[src/rtl/dma_perm_pkg.sv]
package dma_perm_pkg;
  localparam int ATTR_W = 64;
  localparam int RID_W  = 16;
  localparam int FN_W   = 3;

  localparam int RD_BIT = 0;
  localparam int WR_BIT = 1;
  localparam int RO_BIT = 2;
  localparam int PH_LO  = 4;
  localparam int OWN_LO = 16;

  typedef enum logic [1:0] {
    CAUSE_OK   = 2'b00,
    CAUSE_DIR  = 2'b01,
    CAUSE_RID  = 2'b10,
    CAUSE_RSVD = 2'b11
  } cause_e;

  // Mask of requester-ID bits that take part in the compare for phantom setting p.
  function automatic logic [RID_W-1:0] rid_mask(input logic [1:0] p);
    logic [RID_W-1:0] m;
    m = '1;
    for (int b = 0; b < FN_W; b++) begin
      if (b >= FN_W - int'(p)) m[b] = 1'b0;
    end
    return m;
  endfunction
endpackage

[src/rtl/dma_dir_gate.sv]
module dma_dir_gate
  import dma_perm_pkg::*;
(
  input  logic dir,
  input  logic rd_ok,
  input  logic wr_ok,
  output logic dir_fault
);
  always_comb dir_fault = dir ? ~wr_ok : ~rd_ok;
endmodule

[src/rtl/dma_rid_match.sv]
module dma_rid_match
  import dma_perm_pkg::*;
#(
  parameter int W = RID_W
) (
  input  logic [W-1:0] rid,
  input  logic [W-1:0] owner,
  input  logic [1:0]   phantom,
  output logic         rid_fault
);
  logic [W-1:0] mask;
  logic         prot_on;

  always_comb begin
    mask      = rid_mask(phantom);
    prot_on   = |owner;
    rid_fault = prot_on && (((rid ^ owner) & mask) != '0);
  end

  // a zero ownership field never produces a mismatch fault
  always_comb begin
    assert_no_rid_when_off_R3: assert (prot_on || !rid_fault);
  end
endmodule

[src/rtl/dma_perm_check.sv]
module dma_perm_check
  import dma_perm_pkg::*;
(
  input  logic        clk,
  input  logic        rst,
  input  logic        vld_i,
  input  logic        dir_i,
  input  logic [15:0] rid_i,
  input  logic [63:0] attr_i,
  output logic        vld_o,
  output logic        allow_o,
  output logic [1:0]  cause_o,
  output logic        ro_hint_o
);
  logic       dir_fault_w;
  logic       rid_fault_w;
  logic [1:0] cause_w;

  dma_dir_gate u_dir (
    .dir      (dir_i),
    .rd_ok    (attr_i[RD_BIT]),
    .wr_ok    (attr_i[WR_BIT]),
    .dir_fault(dir_fault_w)
  );

  dma_rid_match #(.W(RID_W)) u_rid (
    .rid      (rid_i),
    .owner    (attr_i[OWN_LO +: RID_W]),
    .phantom  (attr_i[PH_LO +: 2]),
    .rid_fault(rid_fault_w)
  );

  // The direction fault has priority over the requester mismatch.
  always_comb begin
    if (dir_fault_w)      cause_w = CAUSE_DIR;
    else if (rid_fault_w) cause_w = CAUSE_RID;
    else                  cause_w = CAUSE_OK;
  end

  always_ff @(posedge clk) begin
    if (rst) begin
      vld_o     <= 1'b0;
      allow_o   <= 1'b0;
      cause_o   <= CAUSE_OK;
      ro_hint_o <= 1'b0;
    end else begin
      vld_o <= vld_i;
      if (vld_i) begin
        allow_o   <= (cause_w == CAUSE_OK);
        cause_o   <= cause_w;
        ro_hint_o <= attr_i[RO_BIT];
      end
    end
  end

  assert_vld_delay_R1: assert property (@(posedge clk) disable iff (rst)
    vld_i |=> vld_o);
  assert_vld_idle_R1: assert property (@(posedge clk) disable iff (rst)
    !vld_i |=> !vld_o);
  assert_allow_cause_R7: assert property (@(posedge clk) disable iff (rst)
    vld_o |-> (allow_o == (cause_o == CAUSE_OK)));
  assert_cause_legal_R6: assert property (@(posedge clk) disable iff (rst)
    vld_o |-> (cause_o != CAUSE_RSVD));
  assert_dir_priority_R6: assert property (@(posedge clk) disable iff (rst)
    (vld_i && dir_fault_w) |=> (cause_o == CAUSE_DIR));
  assert_hint_R8: assert property (@(posedge clk) disable iff (rst)
    vld_i |=> (ro_hint_o == $past(attr_i[RO_BIT])));
endmodule

[config.mk]
export PLATFORM = sky130hd
export DESIGN_NAME = dma_perm_check
export DESIGN_NICKNAME = d
export VERILOG_FILES = /design/src/rtl/dma_perm_pkg.sv /design/src/rtl/dma_dir_gate.sv /design/src/rtl/dma_rid_match.sv /design/src/rtl/dma_perm_check.sv
export SDC_FILE = /design/constraint.sdc
export NUM_CORES = 1
export LEC_CHECK = 0
export ABC_AREA = 1
export BUFFER_PORTS_ARGS = -buffer_cell sky130_fd_sc_hd__buf_4
export CAP_MARGIN = 20
export CORE_MARGIN = 2
export CORE_UTILIZATION = 27
export CTS_CLUSTER_DIAMETER = 60
export CTS_CLUSTER_SIZE = 24
export DETAILED_ROUTE_END_ITERATION = 7
export HOLD_SLACK_MARGIN = 0.02
export PLACE_DENSITY_LB_ADDON = 0.1
export SYNTH_ARGS = -nofsm -noshare
export SYNTH_HDL_FRONTEND = slang
export SYNTH_HIERARCHICAL = 1
export SYNTH_SLANG_ARGS = --single-unit
[constraint.sdc]
create_clock -name clk -period 3.6 [get_ports clk]
set_clock_uncertainty 0.2 [all_clocks]
set_input_delay 0.9 -clock clk [delete_from_list [all_inputs] [get_ports clk]]
set_output_delay 0.9 -clock clk [all_outputs]
set_load 0.1 [all_outputs]
==> results of run 1 <==
stage by stage:
stage	area (um^2)	setup slack [ps]	cells	total power [mW]
floorplan	485	1580	87	0.108
global placement	855	1530	157	0.155
detailed placement	855	1500	157	0.155
CTS	881	1620	161	0.223
global route	881	1560	161	0.237
finish	881	1640	161	0.218
kinds of logic after synthesis:
logic type / after synthesis / synth area share
flip-flops: 5 / 0.206
AND/OR/NAND/NOR: 52 / 0.428
AO/OA/AOI/OAI: 4 / 0.0412
XOR/XNOR: 12 / 0.216
buffers and inverters: 14 / 0.108
layout make-up:
cell class / instances / area, um^2 / area share
clock buffers: 4 / 26.3 / 0.0298
inverters: 14 / 52.6 / 0.0597
multi-input cells: 68 / 333 / 0.378
flip-flops and latches: 5 / 100 / 0.114
well taps: 25 / 31.3 / 0.0355
repair buffers: 45 / 338 / 0.384
cells in the final DEF, fill, tap and decap left out, drive strengths merged:
master,instances
nand4,1
nor4,2
nand2,31
xnor2,12
nand3,4
clkbuf,4
inv,14
buf,45
nor2,14
dfxtp,5
a21oi,4
registers in the layout, indices dropped and copies added (netlist names):
name       cells
allow_o        1
ro_hint_o      1
vld_o          1
cause_o        2
path summary, 6_finish.rpt:
kind / end
max reg2reg: allow_o
max: cause_o[0]
min: ro_hint_o
min reg2reg: ro_hint_o
power by group through the flow:
stage                     clock (mW)  combinational [mW]  sequential (mW)
after floorplan                    0              0.0287           0.0789
after global placement             0              0.0943           0.0602
after detailed placement           0              0.0951           0.0602
final                         0.0641              0.0941           0.0593
after CTS                     0.0685              0.0953           0.0593
after global routing          0.0742               0.103           0.0594
per-layer routing:
metal	global-route usage	up-vias	wire length, um
met5	0	-	0
met4	0.0343	0	0
met3	0.0588	0	151
met2	0.208	29	619
met1	0.144	258	484
li1	-	360	-
==> flow_summary.yaml, run 1 <==
logic_synthesis:
  synth.ff_latch_count: 5
  synth-edff-count: 0
  netlist_instances: 87
  synth_area_leaders: "nand2_1, xnor2_1, dfxtp_1"
  yosys.area.top_type: "nand2_1"
  seq_area_frac_synth: 0.206
  syn-cell-area_um2: 485
  yosysTopAreaCellShare: 0.240
  syn-num-nets: 171
  syn_avg_cell_area_um2: 5.58
  netlist_top_cells_count: "nand2_1, nor2_1, inv_1"
  synth_most_common_cell: "nand2_1"
  yosysWarningCount: 6
  synth_flop_cell: "dfxtp_1"
  synth.distinct_cells: 10
  synth_async_sr_flop_share: 0
route:
  wirelength_mm: 1.26
  vias: 647
  drt_iter0_drc: 6
  drt_first_pass_iters: 2
  via_per_inst: 4.02
  drtAntennaViolNets: 0
  wl_per_cell_um: 7.80
  route.detailed.drc: 0
clock_tree:
  cts_tree: "yes"
  cts_setup_buffers: 0
  cts_sinks: 5
  cts-buffers-inserted: 3
  h-tree-depth: 1
  root_buffer: "clkbuf_4"
  clk_latency_ps: 240
  cts_buffer_depth: 2
  cts_resized: 0
  ctsHoldBuffers: 0
  clk_pin_slew_worst_paths_ps: 40
hold_path:
  hold_path_class: "flop to flop"
  hold_depth: 2
  worstHoldStart: "ro_hint_o"
setup_path:
  r2r_cells: 2
  criticalPathCategory: "flop to output port"
  cp-startpoint: "cause_o[0]"
  r2r_slack_ps: 2820
  cpLargestDelayFamily: "flip-flops"
  cp_max_fo: 2
  start_kind: "flop"
  path_buf_inv: 1
  crit_arrival_ps: 860
  endpoint_kind: "output port"
  crit_chain: "buf_4"
  crit_path_max_incr_delay_ps: 330
  reg2reg_from: "allow_o"
  timing.critical_path.depth: 1
  slowest_stage: "dfxtp_1"
  required_ps: 2500
sta:
  tightest_slew_ps: 258
  setup_tns_ps: 0
  fin_hold_ws_ps: 254
  rsz0062_at_grt: "false"
  max_clock_freq_mhz: 511
  hold_viol_final: 0
  slew_viol_final: 0
  period_minus_slack_ps: 1960
  fin_crit_sh: 0.544
  setup_viol: 0
  maxSlewHeadroom: 0.826
place:
  hpwl_mm: 1.14
  port_buffers: 45
  place_congestion: 0.658
floorplan:
  core_mm2: 0.00171
  io_pins: 89
  die_y_um: 46.4
  die-area_mm2: 0.00215
  chipWidth_um: 46.4
  rows: 15
  start_util: 0.284
global_route:
  grt_pass1_wl_mm: 1.93
  grt_pass1_vias: 535
  overflow: 0
  grt_usage: 0.126
  grt_max_degree: 6
  antenna_found_initial: 0
cells_and_area:
  nFillCells: 193
  diodes: 0
  nets: 221
  utilization: 0.516
  drive_above_1_share: 0.360
  synthToLayoutAreaGrowth_pct: 81.4
power_and_ir_drop:
  peakVddDrop_mv: 0.119
  powerDensity_mw_per_mm2: 247
  p_sw_uw: 69.7
  clockPowerShare: 0.295
  pwr-share-seq: 0.273
  combPwrFrac: 0.433
  p_int_uw: 148
  sw_frac_of_total: 0.321
  p_leak_nw: 0.469
outcome:
  run_status: "complete, no violations"
job:
  max-cap-violations: 0
Note: power is estimated with default switching activity, not from simulation.
==> run 2: changes to the inputs <==
--- a/config.mk
+++ b/config.mk
@@ -5,11 +5,11 @@
 export SDC_FILE = /design/constraint.sdc
 export NUM_CORES = 1
 export LEC_CHECK = 0
-export ABC_AREA = 1
+export ABC_AREA = 0
 export BUFFER_PORTS_ARGS = -buffer_cell sky130_fd_sc_hd__buf_4
 export CAP_MARGIN = 20
 export CORE_MARGIN = 2
-export CORE_UTILIZATION = 27
+export CORE_UTILIZATION = 21
 export CTS_CLUSTER_DIAMETER = 60
 export CTS_CLUSTER_SIZE = 24
 export DETAILED_ROUTE_END_ITERATION = 7
==> constraint.sdc (replaced) <==
create_clock -name clk -period 1.7 [get_ports clk]
set_clock_uncertainty 0.2 [all_clocks]
set_input_delay 0.425 -clock clk [delete_from_list [all_inputs] [get_ports clk]]
set_output_delay 0.425 -clock clk [all_outputs]
set_load 0.1 [all_outputs]
==> run 2 against run 1 <==
Synthesized cell count decreased by 46%. Count of clock-buffer cells in the layout unchanged. Setup slack got worse by 1600 ps. Worst hold slack got worse by 72 ps. Global-route usage decreased by 2.0 points. Non-clock buffer count increased by 2. Register-to-register slack got worse by 1900 ps. Sequential share of layout area about the same. Sequential cell count unchanged. Sequential power increased by 110%. Clock power increased by 110%. Via count decreased by 20%. Critical endpoint is now allow_o.
==> flow_summary.yaml, run 2 <==
outcome:
  run_status: "complete, no violations"
setup_path:
  path_buf_inv: 1
  crit_arrival_ps: 1620
  start_kind: "primary input"
  required_ps: 1670
  crit_chain: "buf_4 > xnor2_1 > a21oi_1 > nor4_2 > a31oi_1 > or3b_1 > a21oi_1"
  crit_path_max_incr_delay_ps: 360
  r2r_slack_ps: 920
  cpLargestDelayFamily: "simple AND/OR/NAND/NOR gates"
  cp_max_fo: 2
  crit_top_cell: "a21oi_1"
  slowest_stage: "or3b_1"
  endpoint_kind: "flop"
  criticalPathCategory: "primary input to flop"
logic_synthesis:
  syn-num-nets: 131
  synth_flop_cell: "dfxtp_1"
  yosys.area.top_type: "dfxtp_1"
  netlist_top_cells_count: "xnor2_1, dfxtp_1, nor4_1, xor2_1"
  synth_area_leaders: "dfxtp_1, xnor2_1, xor2_1"
  yosysWarningCount: 6
  synth_most_common_cell: "xnor2_1"
  synth.ff_latch_count: 5
  seq_area_frac_synth: 0.240
  yosysTopAreaCellShare: 0.240
  synth-edff-count: 0
  synth.distinct_cells: 17
  synth_async_sr_flop_share: 0
  syn-cell-area_um2: 418
  netlist_instances: 47
  syn_avg_cell_area_um2: 8.89
floorplan:
  die_y_um: 48.6
  rows: 16
  core_mm2: 0.00192
  io_pins: 89
  start_util: 0.217
  chipWidth_um: 48.6
  die-area_mm2: 0.00236
cells_and_area:
  nFillCells: 204
  synthToLayoutAreaGrowth_pct: 112
  largest_reg_flops: 2
  register_area_um2: 100
  fin_cells: 124
  utilization: 0.460
  layout_common_cells: "buf_4, xnor2_1, dfxtp_1, xor2_1, xnor2_2"
  diodes: 0
  regMostFlops: "cause_o"
  final_common_cell: "buf_4"
  nets: 182
  multi_input_area_um2: 353
  drive_above_1_share: 0.588
job:
  max-cap-violations: 0
sta:
  hold_viol_final: 0
  fin_hold_ws_ps: 183
  setup_viol: 0
  slew_viol_final: 0
  period_minus_slack_ps: 1660
  maxSlewHeadroom: 0.814
  tightest_slew_ps: 281
  max_clock_freq_mhz: 603
  rsz0062_at_grt: "true"
  fin_crit_sh: 0.975
global_route:
  grt_usage: 0.106
  grt_max_degree: 8
  overflow: 0
  grt_pass1_vias: 479
  antenna_found_initial: 0
  grt_pass1_wl_mm: 1.95
clock_tree:
  cts_buffer_depth: 2
  root_buffer: "clkbuf_4"
  cts_tree: "yes"
  cts-buffers-inserted: 3
  clk_latency_ps: 230
  h-tree-depth: 1
  cts_setup_buffers: 0
  cts_sinks: 5
  clk_pin_slew_worst_paths_ps: 50
route:
  drtAntennaViolNets: 0
  vias: 518
  via_per_inst: 4.18
  drt_iter0_drc: 3
  wl_per_cell_um: 9.98
  route.detailed.drc: 0
  wirelength_mm: 1.24
  drt_first_pass_iters: 4
power_and_ir_drop:
  powerDensity_mw_per_mm2: 532
  p_leak_nw: 0.404
  peakVddDrop_mv: 0.279
place:
  dp.cells: 120
  port_buffers: 45
  place_congestion: 0.754
hold_path:
  hold_path_class: "primary input to flop"
run 2: final cells by class:
class	instances	area share
timing repair buffer	47	0.420
multi-input combinational	41	0.399
sequential	5	0.113
tap	27	0.0382
clock buffer	4	0.0297
run 2: routing by layer:
metal  track usage  vias up  share of wire
li1              -      271              -
met4        0.0571        0          0.011
met5             0        -              0
met1         0.129      221           0.39
met2         0.167       24           0.50
met3        0.0309        2          0.097
run 2: path summary, 6_finish.rpt:
check,depth (start not counted),from,endpoint
max,7,attr_i[16],allow_o
min,2,rst,cause_o[1]
max reg2reg,2,cause_o[0],cause_o[0]
min reg2reg,2,allow_o,allow_o
run 2: kinds of logic (layout without fill, tap and decap cells):
| kind of cell | Yosys count | in the layout | synth area share |
|---|---|---|---|
| simple gates | 17 | 17 | 0.272 |
| xor+xnor | 16 | 16 | 0.335 |
| compound gates | 5 | 5 | 0.0629 |
| flops | 5 | 5 | 0.240 |
| mux | 3 | 3 | 0.0719 |
| buf+inv | 1 | 51 | 0.0180 |
run 2: what timing repair did:
item | CTS | global route
resized for setup | 1 | 10
endpoints found under the hold margin | 0 | 0
cloned | 0 | 0
hold buffers | 0 | 0
setup endpoints to repair | 1 | 1
run 2: power by group:
part           internal [mW]  switching [mW]
Clock                 0.0887          0.0482
Combinational          0.112          0.0961
Sequential             0.123         0.00242
Total                  0.324           0.147
run 2: through the flow:
stage | power (mW) | setup WS (ps) | instance area [um^2] | setup TNS [ps]
6_report | 0.471 | 42.7 | 885 | 0
5_1_grt | 0.500 | -55.1 | 885 | -55.1
4_1_cts | 0.464 | 11.3 | 830 | 0
3_5_place_dp | 0.322 | -275 | 797 | -275
3_3_place_gp | 0.320 | -293 | 797 | -303
2_1_floorplan | 0.221 | -9.81 | 418 | -9.81
run 2: worst register-to-register path, stage by stage, from the launching register on:
cell and delay (ps):
dfxtp_1 310, mux2i_1 120, nor2_1 50
==> run 3: changes to the inputs <==
--- a/config.mk
+++ b/config.mk
@@ -9,7 +9,7 @@
 export BUFFER_PORTS_ARGS = -buffer_cell sky130_fd_sc_hd__buf_4
 export CAP_MARGIN = 20
 export CORE_MARGIN = 2
-export CORE_UTILIZATION = 21
+export CORE_UTILIZATION = 22
 export CTS_CLUSTER_DIAMETER = 60
 export CTS_CLUSTER_SIZE = 24
 export DETAILED_ROUTE_END_ITERATION = 7
@@ -17,5 +17,4 @@
 export PLACE_DENSITY_LB_ADDON = 0.1
 export SYNTH_ARGS = -nofsm -noshare
 export SYNTH_HDL_FRONTEND = slang
-export SYNTH_HIERARCHICAL = 1
 export SYNTH_SLANG_ARGS = --single-unit
==> run 3 against run 2 <==
Cell area fell by 3.0%. Critical path depth shrank 6. Critical path type is now flop to output port. Maximum frequency up 10%. Worst hold slack worse by 20 ps. Global-route usage increased by 0.78 points. Highest routed layer unchanged.
==> flow_summary.yaml, run 3 <==
sta:
  tightest_slew_ps: 353
  rsz0062_at_grt: "false"
  hold_viol_final: 0
  period_minus_slack_ps: 1510
  fin_crit_sh: 0.886
  max_clock_freq_mhz: 664
  maxSlewHeadroom: 0.762
  setup_viol: 0
  slew_viol_final: 0
  setup_tns_ps: 0
logic_synthesis:
  yosys.area_share.simple: 0.266
  synth_xor_xnor_area_share: 0.304
  netlist_instances: 50
  synth_flop_cell: "dfxtp_1"
  yosys.area.top_type: "xnor2_1"
  yosysWarningCount: 0
  synth_compound_area_frac: 0.139
  syn-num-nets: 134
  synth_most_common_cell: "xnor2_1"
  seq_area_frac_synth: 0.217
  synth.distinct_cells: 20
  yosysTopAreaCellShare: 0.304
  synth_fa_ha_area_frac: 0
  netlist_top_cells_count: "xnor2_1, dfxtp_1, nor4_2"
  synth_top_family_by_area: "XOR/XNOR gates"
  synth_area_leaders: "xnor2_1, dfxtp_1, nor4_2"
  synth-edff-count: 0
  syn-cell-area_um2: 460
  synth.area.mux_share: 0.0652
  syn_avg_cell_area_um2: 9.21
  synth_async_sr_flop_share: 0
  synth.ff_latch_count: 5
route:
  route.detailed.drc: 0
  drtAntennaViolNets: 0
  via_per_inst: 4.25
  drt_iter0_drc: 3
  wl_per_cell_um: 9.62
  wirelength_mm: 1.21
  vias: 536
  drt_first_pass_iters: 4
global_route:
  grt_pass1_wl_mm: 2.19
  grt_usage: 0.114
  grt_pass1_vias: 578
  overflow: 0
  antenna_found_initial: 0
  grt_max_degree: 5
cells_and_area:
  regMostFlops: "cause_o"
  drive_above_1_share: 0.535
  nFillCells: 221
  largest_reg_flops: 2
  diodes: 0
  multi_input_area_um2: 357
  layout_common_cells: "buf_4, xnor2_1, dfxtp_1"
  synthToLayoutAreaGrowth_pct: 86.4
  register_area_um2: 100
  nets: 184
  fin_cells: 126
  final_common_cell: "buf_4"
place:
  dp.cells: 122
  port_buffers: 45
  place_congestion: 0.705
  hpwl_mm: 1.13
clock_tree:
  root_buffer: "clkbuf_4"
  clk_pin_slew_worst_paths_ps: 40
  h-tree-depth: 1
  cts_buffer_depth: 2
  clk_latency_ps: 240
  ctsHoldBuffers: 0
  cts-buffers-inserted: 3
  cts_setup_buffers: 0
  cts_sinks: 5
  cts_tree: "yes"
  cts_resized: 0
hold_path:
  hold_path_class: "primary input to flop"
setup_path:
  crit_arrival_ps: 880
  path_buf_inv: 1
  cp_max_fo: 2
  slowest_stage: "dfxtp_1"
  crit_path_max_incr_delay_ps: 340
  cpLargestDelayFamily: "flip-flops"
  criticalPathCategory: "flop to output port"
  crit_chain: "buf_4"
  endpoint_kind: "output port"
  start_kind: "flop"
  required_ps: 1070
floorplan:
  core_mm2: 0.00196
  die-area_mm2: 0.00248
  die_y_um: 49.8
  start_util: 0.235
  chipWidth_um: 49.8
  io_pins: 89
  rows: 16
power_and_ir_drop:
  p_total_uw: 476
  p_leak_nw: 0.378
  peakVddDrop_mv: 0.264
  powerDensity_mw_per_mm2: 555
job:
  max-cap-violations: 0
outcome:
  run_status: "complete, no violations"
==> run 3: area by class of cell <==
cell class	count	area share
Sequential cell	5	0.117
Inverter	1	0.00437
Tap cell	27	0.0394
Clock buffer	4	0.0306
Multi-Input combinational cell	44	0.415
Timing Repair Buffer	45	0.394
==> run 3: stage by stage <==
| stage | hold WS (ps) | utilization | worst slack, ps | instance area, um^2 |
|---|---|---|---|---|
| global route | 160 | 0.438 | 161 | 858 |
| floorplan | 297 | - | 123 | 460 |
| CTS | 156 | 0.438 | 180 | 858 |
| detailed placement | 279 | 0.424 | 0.132 | 832 |
| global placement | 269 | 0.424 | 10.2 | 832 |
| finish | 162 | 0.438 | 194 | 858 |
==> run 3: path summary, 6_finish.rpt <==
kind	from	slack (ps)	depth (start not counted)	end
worst min-delay path	rst	160	2	ro_hint_o
worst max register to register	allow_o	700	2	allow_o
worst max-delay path	allow_o	190	1	allow_o
worst min register to register	cause_o[1]	280	2	cause_o[1]
==> run 3: layer usage <==
metal / GRT usage / share of wire / vias to the layer above
met3: 0.0333 / 0.11 / 2
met2: 0.187 / 0.48 / 30
met1: 0.134 / 0.41 / 224
li1: - / - / 280
met4: 0.0556 / 0.0041 / 0
met5: 0 / 0 / -
==> run 3: kinds of logic (layout without fill, tap and decap cells) <==
family          Yosys count  after routing
flops                     5              5
mux                       3              3
xor+xnor                 16             16
simple gates             18             18
buf+inv                   1             50
compound gates            7              7
==> run 3: power by group <==
| part | total, mW | internal (mW) | switching [mW] | leakage (nW) |
|---|---|---|---|---|
| registers | 0.128 | 0.125 | 0.00292 | 0.0413 |
| logic | 0.211 | 0.106 | 0.105 | 0.321 |
| clock network | 0.138 | 0.0888 | 0.0491 | 0.0150 |
| total | 0.476 | 0.319 | 0.157 | 0.378 |
